==> src/rtl/nor_pkg.sv <==
package nor_pkg;
  typedef enum logic [1:0] {RM_ARRAY, RM_STATUS, RM_IDENT, RM_QUERY} rmode_e;
  typedef enum logic [1:0] {PD_NONE, PD_PROG, PD_LOCK, PD_ERASE} pend_e;

  localparam logic [7:0] OP_READ_ARRAY = 8'hFF;
  localparam logic [7:0] OP_READ_ID    = 8'h90;
  localparam logic [7:0] OP_READ_QRY   = 8'h98;
  localparam logic [7:0] OP_READ_STAT  = 8'h70;
  localparam logic [7:0] OP_CLR_STAT   = 8'h50;
  localparam logic [7:0] OP_PROGRAM    = 8'h40;
  localparam logic [7:0] OP_ERASE      = 8'h20;
  localparam logic [7:0] OP_LOCK_SETUP = 8'h60;
  localparam logic [7:0] OP_LOCK_BLK   = 8'h01;
  localparam logic [7:0] OP_CONFIRM    = 8'hD0;

  localparam int ST_RDY  = 7;
  localparam int ST_EERR = 5;
  localparam int ST_PERR = 4;
  localparam int ST_VERR = 3;
  localparam int ST_BLK  = 1;
endpackage

==> src/rtl/nor_store.sv <==
module nor_store #(
  parameter int LANE_W    = 16,
  parameter int ADDR_W    = 6,
  parameter int BLK_SHIFT = 4
) (
  input  logic                        clk,
  input  logic                        rst_n,
  input  logic [ADDR_W-1:0]           rd_addr,
  output logic [LANE_W-1:0]           rd_word,
  output logic                        rd_locked,
  input  logic [ADDR_W-1:0]           wa_addr,
  output logic                        wa_locked,
  input  logic                        prog_en,
  input  logic [ADDR_W-1:0]           prog_addr,
  input  logic [LANE_W-1:0]           prog_data,
  input  logic                        erase_en,
  input  logic                        lock_set,
  input  logic                        lock_clr,
  input  logic [ADDR_W-BLK_SHIFT-1:0] blk_sel
);
  localparam int DEPTH = 1 << ADDR_W;
  localparam int BLK_W = ADDR_W - BLK_SHIFT;
  localparam int NBLK  = 1 << BLK_W;

  logic [LANE_W-1:0] mem_q [DEPTH];
  logic [NBLK-1:0]   lock_q;

  always_ff @(posedge clk) begin
    if (!rst_n) begin
      for (int i = 0; i < DEPTH; i++) mem_q[i] <= '1;
    end else begin
      for (int i = 0; i < DEPTH; i++) begin
        if (erase_en && ((i >> BLK_SHIFT) == int'(blk_sel)))
          mem_q[i] <= '1;
        else if (prog_en && (i == int'(prog_addr)))
          mem_q[i] <= mem_q[i] & prog_data;
      end
    end
  end

  always_ff @(posedge clk) begin
    if (!rst_n)        lock_q <= '1;
    else if (lock_set) lock_q[blk_sel] <= 1'b1;
    else if (lock_clr) lock_q[blk_sel] <= 1'b0;
  end

  assign rd_word   = mem_q[rd_addr];
  assign rd_locked = lock_q[rd_addr[ADDR_W-1:BLK_SHIFT]];
  assign wa_locked = lock_q[wa_addr[ADDR_W-1:BLK_SHIFT]];


  prog_unlocked_chk: assert property (@(posedge clk) disable iff (!rst_n)
    prog_en |-> !lock_q[prog_addr[ADDR_W-1:BLK_SHIFT]]);

  erase_unlocked_chk: assert property (@(posedge clk) disable iff (!rst_n)
    erase_en |-> !lock_q[blk_sel]);
endmodule

==> src/rtl/nor_cmd_fsm.sv <==
module nor_cmd_fsm
  import nor_pkg::*;
#(
  parameter int          LANE_W      = 16,
  parameter int          ADDR_W      = 6,
  parameter int          BLK_SHIFT   = 4,
  parameter int          PROG_CYCLES = 3,
  parameter logic [15:0] MFR_ID      = 16'h00A5,
  parameter logic [15:0] DEV_ID      = 16'h5A17
) (
  input  logic                        clk,
  input  logic                        rst_n,
  input  logic                        wr_en,
  input  logic [ADDR_W-1:0]           wr_addr,
  input  logic [LANE_W-1:0]           wr_word,
  input  logic [1:0]                  rd_off,
  input  logic [LANE_W-1:0]           arr_word,
  input  logic                        arr_locked,
  input  logic                        wa_locked,
  output logic                        prog_en,
  output logic [ADDR_W-1:0]           prog_addr,
  output logic [LANE_W-1:0]           prog_data,
  output logic                        erase_en,
  output logic                        lock_set,
  output logic                        lock_clr,
  output logic [ADDR_W-BLK_SHIFT-1:0] blk_sel,
  output logic [LANE_W-1:0]           rd_lane
);
  localparam int CNT_W = $clog2(PROG_CYCLES + 2);

  rmode_e            mode_q, mode_d;
  pend_e             pend_q, pend_d;
  logic [7:0]        stat_q, stat_d;
  logic [CNT_W-1:0]  cnt_q, cnt_d;
  logic [ADDR_W-1:0] paddr_q, paddr_d;
  logic [LANE_W-1:0] pdata_q, pdata_d;
  logic [7:0]        cmd;
  logic              busy;
  logic              clr_now;

  assign cmd     = wr_word[7:0];
  assign busy    = (cnt_q != '0);
  assign blk_sel = wr_addr[ADDR_W-1:BLK_SHIFT];
  assign clr_now = wr_en && !busy && (pend_q == PD_NONE) && (cmd == OP_CLR_STAT);

  always_comb begin
    mode_d    = mode_q;
    pend_d    = pend_q;
    stat_d    = stat_q;
    cnt_d     = cnt_q;
    paddr_d   = paddr_q;
    pdata_d   = pdata_q;
    prog_en   = 1'b0;
    prog_addr = paddr_q;
    prog_data = pdata_q;
    erase_en  = 1'b0;
    lock_set  = 1'b0;
    lock_clr  = 1'b0;
    if (busy) begin
      cnt_d = cnt_q - CNT_W'(1);
      if (cnt_q == CNT_W'(1)) begin
        prog_en        = 1'b1;
        stat_d[ST_RDY] = 1'b1;
      end
      if (wr_en && (cmd == OP_READ_STAT)) mode_d = RM_STATUS;
    end else if (wr_en) begin
      pend_d = PD_NONE;
      case (pend_q)
        PD_PROG: begin
          mode_d = RM_STATUS;
          if (wa_locked) begin
            stat_d[ST_PERR] = 1'b1;
            stat_d[ST_BLK]  = 1'b1;
          end else if (PROG_CYCLES == 0) begin
            prog_en   = 1'b1;
            prog_addr = wr_addr;
            prog_data = wr_word;
          end else begin
            cnt_d          = CNT_W'(PROG_CYCLES);
            paddr_d        = wr_addr;
            pdata_d        = wr_word;
            stat_d[ST_RDY] = 1'b0;
          end
        end
        PD_LOCK: begin
          mode_d = RM_STATUS;
          if (cmd == OP_LOCK_BLK)     lock_set = 1'b1;
          else if (cmd == OP_CONFIRM) lock_clr = 1'b1;
        end
        PD_ERASE: begin
          mode_d = RM_STATUS;
          if (cmd == OP_CONFIRM) begin
            if (wa_locked) begin
              stat_d[ST_EERR] = 1'b1;
              stat_d[ST_BLK]  = 1'b1;
            end else begin
              erase_en = 1'b1;
            end
          end
        end
        default: begin
          case (cmd)
            OP_READ_ARRAY: mode_d = RM_ARRAY;
            OP_READ_ID:    mode_d = RM_IDENT;
            OP_READ_QRY:   mode_d = RM_QUERY;
            OP_READ_STAT:  mode_d = RM_STATUS;
            OP_CLR_STAT: begin
              stat_d[ST_EERR] = 1'b0;
              stat_d[ST_PERR] = 1'b0;
              stat_d[ST_VERR] = 1'b0;
              stat_d[ST_BLK]  = 1'b0;
            end
            OP_PROGRAM:    pend_d = PD_PROG;
            OP_LOCK_SETUP: pend_d = PD_LOCK;
            OP_ERASE:      pend_d = PD_ERASE;
            default: ;
          endcase
        end
      endcase
    end
  end

  always_ff @(posedge clk) begin
    if (!rst_n) begin
      mode_q  <= RM_ARRAY;
      pend_q  <= PD_NONE;
      stat_q  <= 8'h80;
      cnt_q   <= '0;
      paddr_q <= '0;
      pdata_q <= '0;
    end else begin
      mode_q  <= mode_d;
      pend_q  <= pend_d;
      stat_q  <= stat_d;
      cnt_q   <= cnt_d;
      paddr_q <= paddr_d;
      pdata_q <= pdata_d;
    end
  end

  always_comb begin
    rd_lane = '0;
    case (mode_q)
      RM_ARRAY:  rd_lane = arr_word;
      RM_STATUS: rd_lane = {{(LANE_W-8){1'b0}}, stat_q};
      RM_IDENT: begin
        case (rd_off)
          2'd0:    rd_lane = LANE_W'(MFR_ID);
          2'd1:    rd_lane = LANE_W'(DEV_ID);
          2'd2:    rd_lane = {{(LANE_W-1){1'b0}}, arr_locked};
          default: rd_lane = '0;
        endcase
      end
      default:   rd_lane = '0;
    endcase
  end


  busy_not_ready_chk: assert property (@(posedge clk) disable iff (!rst_n)
    busy |-> !stat_q[ST_RDY]);

  cnt_bound_chk: assert property (@(posedge clk) disable iff (!rst_n)
    cnt_q <= CNT_W'(PROG_CYCLES));

  perr_sticky_chk: assert property (@(posedge clk) disable iff (!rst_n)
    (stat_q[ST_PERR] && !clr_now) |=> stat_q[ST_PERR]);

  spare_bits_chk: assert property (@(posedge clk) disable iff (!rst_n)
    stat_q[6] == 1'b0 && stat_q[2] == 1'b0 && stat_q[0] == 1'b0);
endmodule

==> src/rtl/nor_flash_pair.sv <==
module nor_flash_pair #(
  parameter int          LANES       = 2,
  parameter int          LANE_W      = 16,
  parameter int          ADDR_W      = 6,
  parameter int          BLK_SHIFT   = 4,
  parameter int          PROG_CYCLES = 3,
  parameter logic [15:0] MFR_ID      = 16'h00A5,
  parameter logic [15:0] DEV_ID      = 16'h5A17
) (
  input  logic                    clk,
  input  logic                    rst_n,
  input  logic                    wr_valid,
  output logic                    wr_ready,
  input  logic [ADDR_W-1:0]       wr_addr,
  input  logic [LANES*LANE_W-1:0] wr_data,
  input  logic                    rd_valid,
  input  logic [ADDR_W-1:0]       rd_addr,
  output logic                    rsp_valid,
  output logic [LANES*LANE_W-1:0] rsp_data
);
  localparam int BUS_W = LANES * LANE_W;
  localparam int BLK_W = ADDR_W - BLK_SHIFT;

  logic [BUS_W-1:0] rd_bus;
  logic             wr_en;

  assign wr_ready = 1'b1;
  assign wr_en    = wr_valid && wr_ready;

  for (genvar l = 0; l < LANES; l++) begin : g_lane
    logic [LANE_W-1:0] arr_word, lane_rd, prog_data;
    logic [ADDR_W-1:0] prog_addr;
    logic [BLK_W-1:0]  blk_sel;
    logic              arr_locked, wa_locked, prog_en, erase_en, lock_set, lock_clr;

    nor_cmd_fsm #(
      .LANE_W(LANE_W), .ADDR_W(ADDR_W), .BLK_SHIFT(BLK_SHIFT),
      .PROG_CYCLES(PROG_CYCLES), .MFR_ID(MFR_ID), .DEV_ID(DEV_ID)
    ) i_fsm (
      .clk(clk), .rst_n(rst_n), .wr_en(wr_en), .wr_addr(wr_addr),
      .wr_word(wr_data[l*LANE_W +: LANE_W]), .rd_off(rd_addr[1:0]),
      .arr_word(arr_word), .arr_locked(arr_locked), .wa_locked(wa_locked),
      .prog_en(prog_en), .prog_addr(prog_addr), .prog_data(prog_data),
      .erase_en(erase_en), .lock_set(lock_set), .lock_clr(lock_clr),
      .blk_sel(blk_sel), .rd_lane(lane_rd)
    );

    nor_store #(
      .LANE_W(LANE_W), .ADDR_W(ADDR_W), .BLK_SHIFT(BLK_SHIFT)
    ) i_store (
      .clk(clk), .rst_n(rst_n), .rd_addr(rd_addr), .rd_word(arr_word),
      .rd_locked(arr_locked), .wa_addr(wr_addr), .wa_locked(wa_locked),
      .prog_en(prog_en), .prog_addr(prog_addr), .prog_data(prog_data),
      .erase_en(erase_en), .lock_set(lock_set), .lock_clr(lock_clr),
      .blk_sel(blk_sel)
    );

    assign rd_bus[l*LANE_W +: LANE_W] = lane_rd;
  end

  always_ff @(posedge clk) begin
    if (!rst_n) begin
      rsp_valid <= 1'b0;
      rsp_data  <= '0;
    end else begin
      rsp_valid <= rd_valid;
      if (rd_valid) rsp_data <= rd_bus;
    end
  end
endmodule

==> config.mk <==
export PLATFORM = sky130hd
export DESIGN_NAME = nor_flash_pair
export DESIGN_NICKNAME = d
export VERILOG_FILES = /design/src/rtl/nor_pkg.sv /design/src/rtl/nor_store.sv /design/src/rtl/nor_cmd_fsm.sv /design/src/rtl/nor_flash_pair.sv
export SDC_FILE = /design/constraint.sdc
export NUM_CORES = 2
export LEC_CHECK = 0
export ABC_AREA = 0
export BUFFER_PORTS_ARGS = -buffer_cell sky130_fd_sc_hd__buf_2
export CAP_MARGIN = 20
export CORE_MARGIN = 1.5
export CORE_UTILIZATION = 40
export CTS_CLUSTER_SIZE = 10
export DETAILED_ROUTE_END_ITERATION = 8
export GPL_ROUTABILITY_DRIVEN = 0
export HOLD_SLACK_MARGIN = 0.12
export PLACE_DENSITY = 0.52
export SYNTH_ARGS = -nofsm -noshare
export SYNTH_HDL_FRONTEND = slang
export SYNTH_HIERARCHICAL = 1
export SYNTH_SLANG_ARGS = --single-unit
==> constraint.sdc <==
create_clock -name clk -period 5.7 [get_ports clk]
set_clock_uncertainty 0.05 [all_clocks]
set_input_delay 0 -clock clk [delete_from_list [all_inputs] [get_ports clk]]
set_output_delay 0 -clock clk [all_outputs]
set_load 0.01 [all_outputs]
==> impl_summary.log <==
INFO  metric outcome = completed
INFO  metric flow.area_growth_from_synthesis = 13.5%
INFO  metric chipWidth = 507 microns
INFO  metric globalRouteMet1Util = 0.378
INFO  metric post_synth_xor_area_fraction = 0.000345
INFO  metric yosysMostFrequentCell = sky130_fd_sc_hd__edfxtp_1
INFO  metric synth-adder-area-share = 0.00172
INFO  metric busiest_layer = met2
INFO  metric num_io_pins = 82
INFO  metric instances_no_fill = 10,900
INFO  metric clk-insertion-delay-late = 0.93 ns
INFO  metric via_count_of_the_first_global_routing_pass = 64,775
INFO  metric post_synth_inst_count = 7,278
INFO  metric vdd_drop_max = 0.248 mV
INFO  metric timing.final.setup_violations = 0
INFO  metric synth_commonest_cells = 2,048 x sky130_fd_sc_hd__edfxtp_1, 1,505 x sky130_fd_sc_hd__a21o_1, 1,423 x sky130_fd_sc_hd__nand2_1, 514 x sky130_fd_sc_hd__mux4_2, 462 x sky130_fd_sc_hd__clkbuf_1
INFO  metric full_die_area = 0.257 sq mm
INFO  metric hold_viol_final = 0
INFO  metric yosys.area_share.simple = 0.0746
INFO  metric post-route-min-period = 4.47 ns
INFO  metric fp.coreArea = 0.252 sq mm
INFO  metric ff2ff_path_depth = 9
INFO  metric main_synth_ff_type = sky130_fd_sc_hd__edfxtp_1
INFO  metric drtAntennaViolNets = 0
INFO  metric die_h = 507 microns
INFO  metric worst_setup_ep_type = register
INFO  metric hold_path_depth = 3
INFO  metric yosysTopAreaCellShare = 0.605
INFO  metric main_combinational_cell_family_by_area_after_synthesis = compound AO/OA/AOI/OAI gates
INFO  metric netlist_area = 0.102 sq mm
INFO  metric syn_nets = 7,340
INFO  metric cellPowerDensity = 305 mW/mm^2
INFO  metric placed_instances = 10,322
INFO  metric rsz0062_at_grt = no
INFO  metric synthTopCellsByArea = sky130_fd_sc_hd__edfxtp_1 60%, sky130_fd_sc_hd__mux4_2 11%, sky130_fd_sc_hd__a21o_1 11%
INFO  metric num_vias = 66,743
INFO  metric drive_gt1_frac = 0.167
INFO  metric dp_hpwl = 212,000 microns
INFO  metric drc_violation_count_after_routing = 0
INFO  metric initialDrtViolationCount = 7,401
INFO  metric buffers_from_clock_root_to_sink_at_most = 4
INFO  metric largest_net_degree_at_the_start_of_global_routing = 77
INFO  metric timing.final.crit_share = 0.785
INFO  metric data_required_time_of_the_worst_path = 6.05 ns
INFO  metric routed_via_density = 6.12
INFO  metric critPathArrivalTime = 4.82 ns
INFO  metric grt_pass1_wl = 478,000 microns
INFO  metric synth_top_cell_by_area = sky130_fd_sc_hd__edfxtp_1
INFO  metric core.rowCount = 184
INFO  metric slew_violations = 0
INFO  metric final_nets = 7,473
INFO  metric total_clock_buffers_created_by_cts = 274
INFO  metric max-slew-margin-rel = 0.179
INFO  metric layout.filler_cells = 22,415
INFO  metric route.final.wire_length = 333,000 microns
INFO  metric fin_setup_tns = 0 ns
INFO  metric antenna_found_initial = 11
INFO  metric effective_utilization_at_floorplan = 0.403
INFO  metric timing.fmax = 0.224 GHz
INFO  metric detailedRoute.firstPassIterationCount = 8
INFO  metric ys_async_sr_fraction = 0
INFO  metric mean_area_per_synthesized_cell = 14.0 sq um
INFO  metric gr_ovfl_total = 0
INFO  metric clk_transition_reported_paths = 0.05 ns
INFO  metric muxShareOfSynthArea = 0.129
INFO  metric ys_ff_latch = 2,155
INFO  metric grt.met2_usage = 0.381
INFO  metric clock_tree.root_cell = sky130_fd_sc_hd__clkbuf_16
INFO  metric yosys_warnings = 6
INFO  metric netlist-cell-type-count = 66
INFO  metric compound_gate_fraction_of_synth_area = 0.142
INFO  metric cellLeakagePower = 33.4 nW
INFO  metric worst_setup_path_start_kind = primary input
INFO  metric synth_enable_flop_cells = 2,048
INFO  metric met3_global_route_usage = 0.0524
INFO  metric h-tree-depth = 5
INFO  metric synth_seq_area_share = 0.626
INFO  metric holdCritPathClass = in2reg
INFO  metric max_cap_viol = 0
INFO  metric timing_worst_setup_path_type = in2reg
INFO  metric tritoncts = built
INFO  metric critical_path.max_fanout = 17
INFO  metric post_drt_wl_per_cell = 30.6 microns
INFO  metric cts_sinks = 2,155
INFO  metric grt.total_usage = 0.255
INFO  metric io_buffer_count = 80
INFO  metric max_slew.worst_pin.slew = 1.22 ns
-- stage by stage --
step | util | total power, mW | area, sq um | setup WS (ns) | hold slack [ns]
2_1_floorplan | - | 19.1 | 102000 | 2.28 | 0.0218
3_3_place_gp | 0.421 | 19.9 | 106000 | 1.39 | 0.189
3_5_place_dp | 0.421 | 19.9 | 106000 | 1.42 | 0.198
4_1_cts | 0.458 | 35.6 | 115000 | 1.35 | 0.124
5_1_grt | 0.458 | 36.2 | 115000 | 1.05 | 0.162
6_report | 0.458 | 35.2 | 115000 | 1.23 | 0.173
-- cells by family (layout without fill, tap and decap cells) --
group	after synthesis	after routing
compound gates	1971	1971
xor+xnor	4	4
fa+ha+maj	14	14
buf+inv	631	902
flops	2155	2155
mux	667	667
other cells	1	4
simple gates	1835	1835
-- power breakdown --
group          total, mW  switching, mW  internal, mW
logic               1.98           1.31         0.667
clock network       15.5           6.44          9.10
registers           17.7          0.163          17.5
total               35.2           7.91          27.3
-- final cells by class --
type	instances	area, sq um	area share
inverters	18	67.6	0.000585
diodes	3	7.51	0.0000650
repair buffers	470	4010	0.0347
clock buffers	395	7570	0.0656
well taps	3348	4190	0.0363
clock inverters	19	133	0.00115
flip-flops and latches	2155	63800	0.552
multi-input cells	4492	35700	0.309
-- critical path, cell delays in order --
cell,delay [ns]
sky130_fd_sc_hd__dlygate4sd3_1,0.54
sky130_fd_sc_hd__dlygate4sd3_1,0.56
sky130_fd_sc_hd__buf_2,0.15
sky130_fd_sc_hd__or2_1,0.26
sky130_fd_sc_hd__nor4_1,0.46
sky130_fd_sc_hd__nand4_1,0.20
sky130_fd_sc_hd__nor2_1,0.74
sky130_fd_sc_hd__a2111oi_4,0.26
sky130_fd_sc_hd__buf_4,0.30
sky130_fd_sc_hd__nand2_1,0.61
sky130_fd_sc_hd__nand2_1,0.71
-- cell usage in the layout, fill, tap and decap left out, types with 11 or more instances in the layout --
master / instances
sky130_fd_sc_hd__nand2_1: 1423
sky130_fd_sc_hd__mux2i_1: 144
sky130_fd_sc_hd__o21ai_2: 46
sky130_fd_sc_hd__o31ai_1: 14
sky130_fd_sc_hd__o2111ai_1: 13
sky130_fd_sc_hd__clkbuf_1: 104
sky130_fd_sc_hd__nor3_1: 16
sky130_fd_sc_hd__o22ai_1: 32
sky130_fd_sc_hd__nand3_1: 29
sky130_fd_sc_hd__o221ai_1: 22
sky130_fd_sc_hd__dfxtp_4: 32
sky130_fd_sc_hd__a311oi_1: 11
sky130_fd_sc_hd__dfxtp_1: 75
sky130_fd_sc_hd__ha_1: 14
sky130_fd_sc_hd__a31oi_1: 15
sky130_fd_sc_hd__and2_1: 17
sky130_fd_sc_hd__inv_1: 18
sky130_fd_sc_hd__edfxtp_1: 2048
sky130_fd_sc_hd__buf_2: 73
sky130_fd_sc_hd__a21boi_0: 46
sky130_fd_sc_hd__o21ai_0: 52
sky130_fd_sc_hd__o21ai_1: 55
sky130_fd_sc_hd__a211oi_1: 50
sky130_fd_sc_hd__nor2b_1: 83
sky130_fd_sc_hd__buf_12: 15
sky130_fd_sc_hd__dlygate4sd3_1: 155
sky130_fd_sc_hd__mux4_2: 514
sky130_fd_sc_hd__nor2_1: 126
sky130_fd_sc_hd__a21o_1: 1505
sky130_fd_sc_hd__a21oi_1: 38
sky130_fd_sc_hd__clkbuf_16: 282
sky130_fd_sc_hd__buf_4: 211
sky130_fd_sc_hd__clkinv_1: 11
sky130_fd_sc_hd__nand2b_1: 51
sky130_fd_sc_hd__a32o_1: 14
sky130_fd_sc_hd__nor3_2: 12
-- layer usage --
metal / vias up / share of wire
met1: 35284 / 0.44
met2: 2860 / 0.44
met4: 2 / 0.028
met5: - / 0.000021
li1: 28098 / -
met3: 499 / 0.087
-- timing repair --
item / CTS / global route
setup buffers: 0 / 0
hold endpoints to repair: 107 / 0
hold buffers: 155 / 0
gates resized for setup: 0 / 0
endpoints found under the setup margin: 0 / 0
-- registers in the layout, indices dropped and copies added (netlist names), named ones only --
name and flops:
g_lane.i_fsm/cnt_q 6, g_lane.i_fsm/mode_q 4, g_lane.i_fsm/pend_q 4, rsp_data 32, rsp_valid 1, g_lane.i_fsm/stat_q 8
g_lane.i_store/mem_q 2048, g_lane.i_fsm/prog_data 32, g_lane.i_fsm/prog_addr 12
-- final timing paths --
path | start | endpoint | slack (ns)
setup / recovery | wr_data[2] | g_lane[0].i_store/mem_q[3][10] | 1.23
hold reg to reg | g_lane[1].i_fsm/mode_q[0] | g_lane[1].i_fsm/mode_q[0] | 0.42
setup reg to reg | g_lane[0].i_fsm/cnt_q[0] | g_lane[0].i_store/mem_q[3][10] | 1.42
hold / removal | rst_n | g_lane[0].i_fsm/stat_q[5] | 0.17
Power figures use the tool's default switching activity.
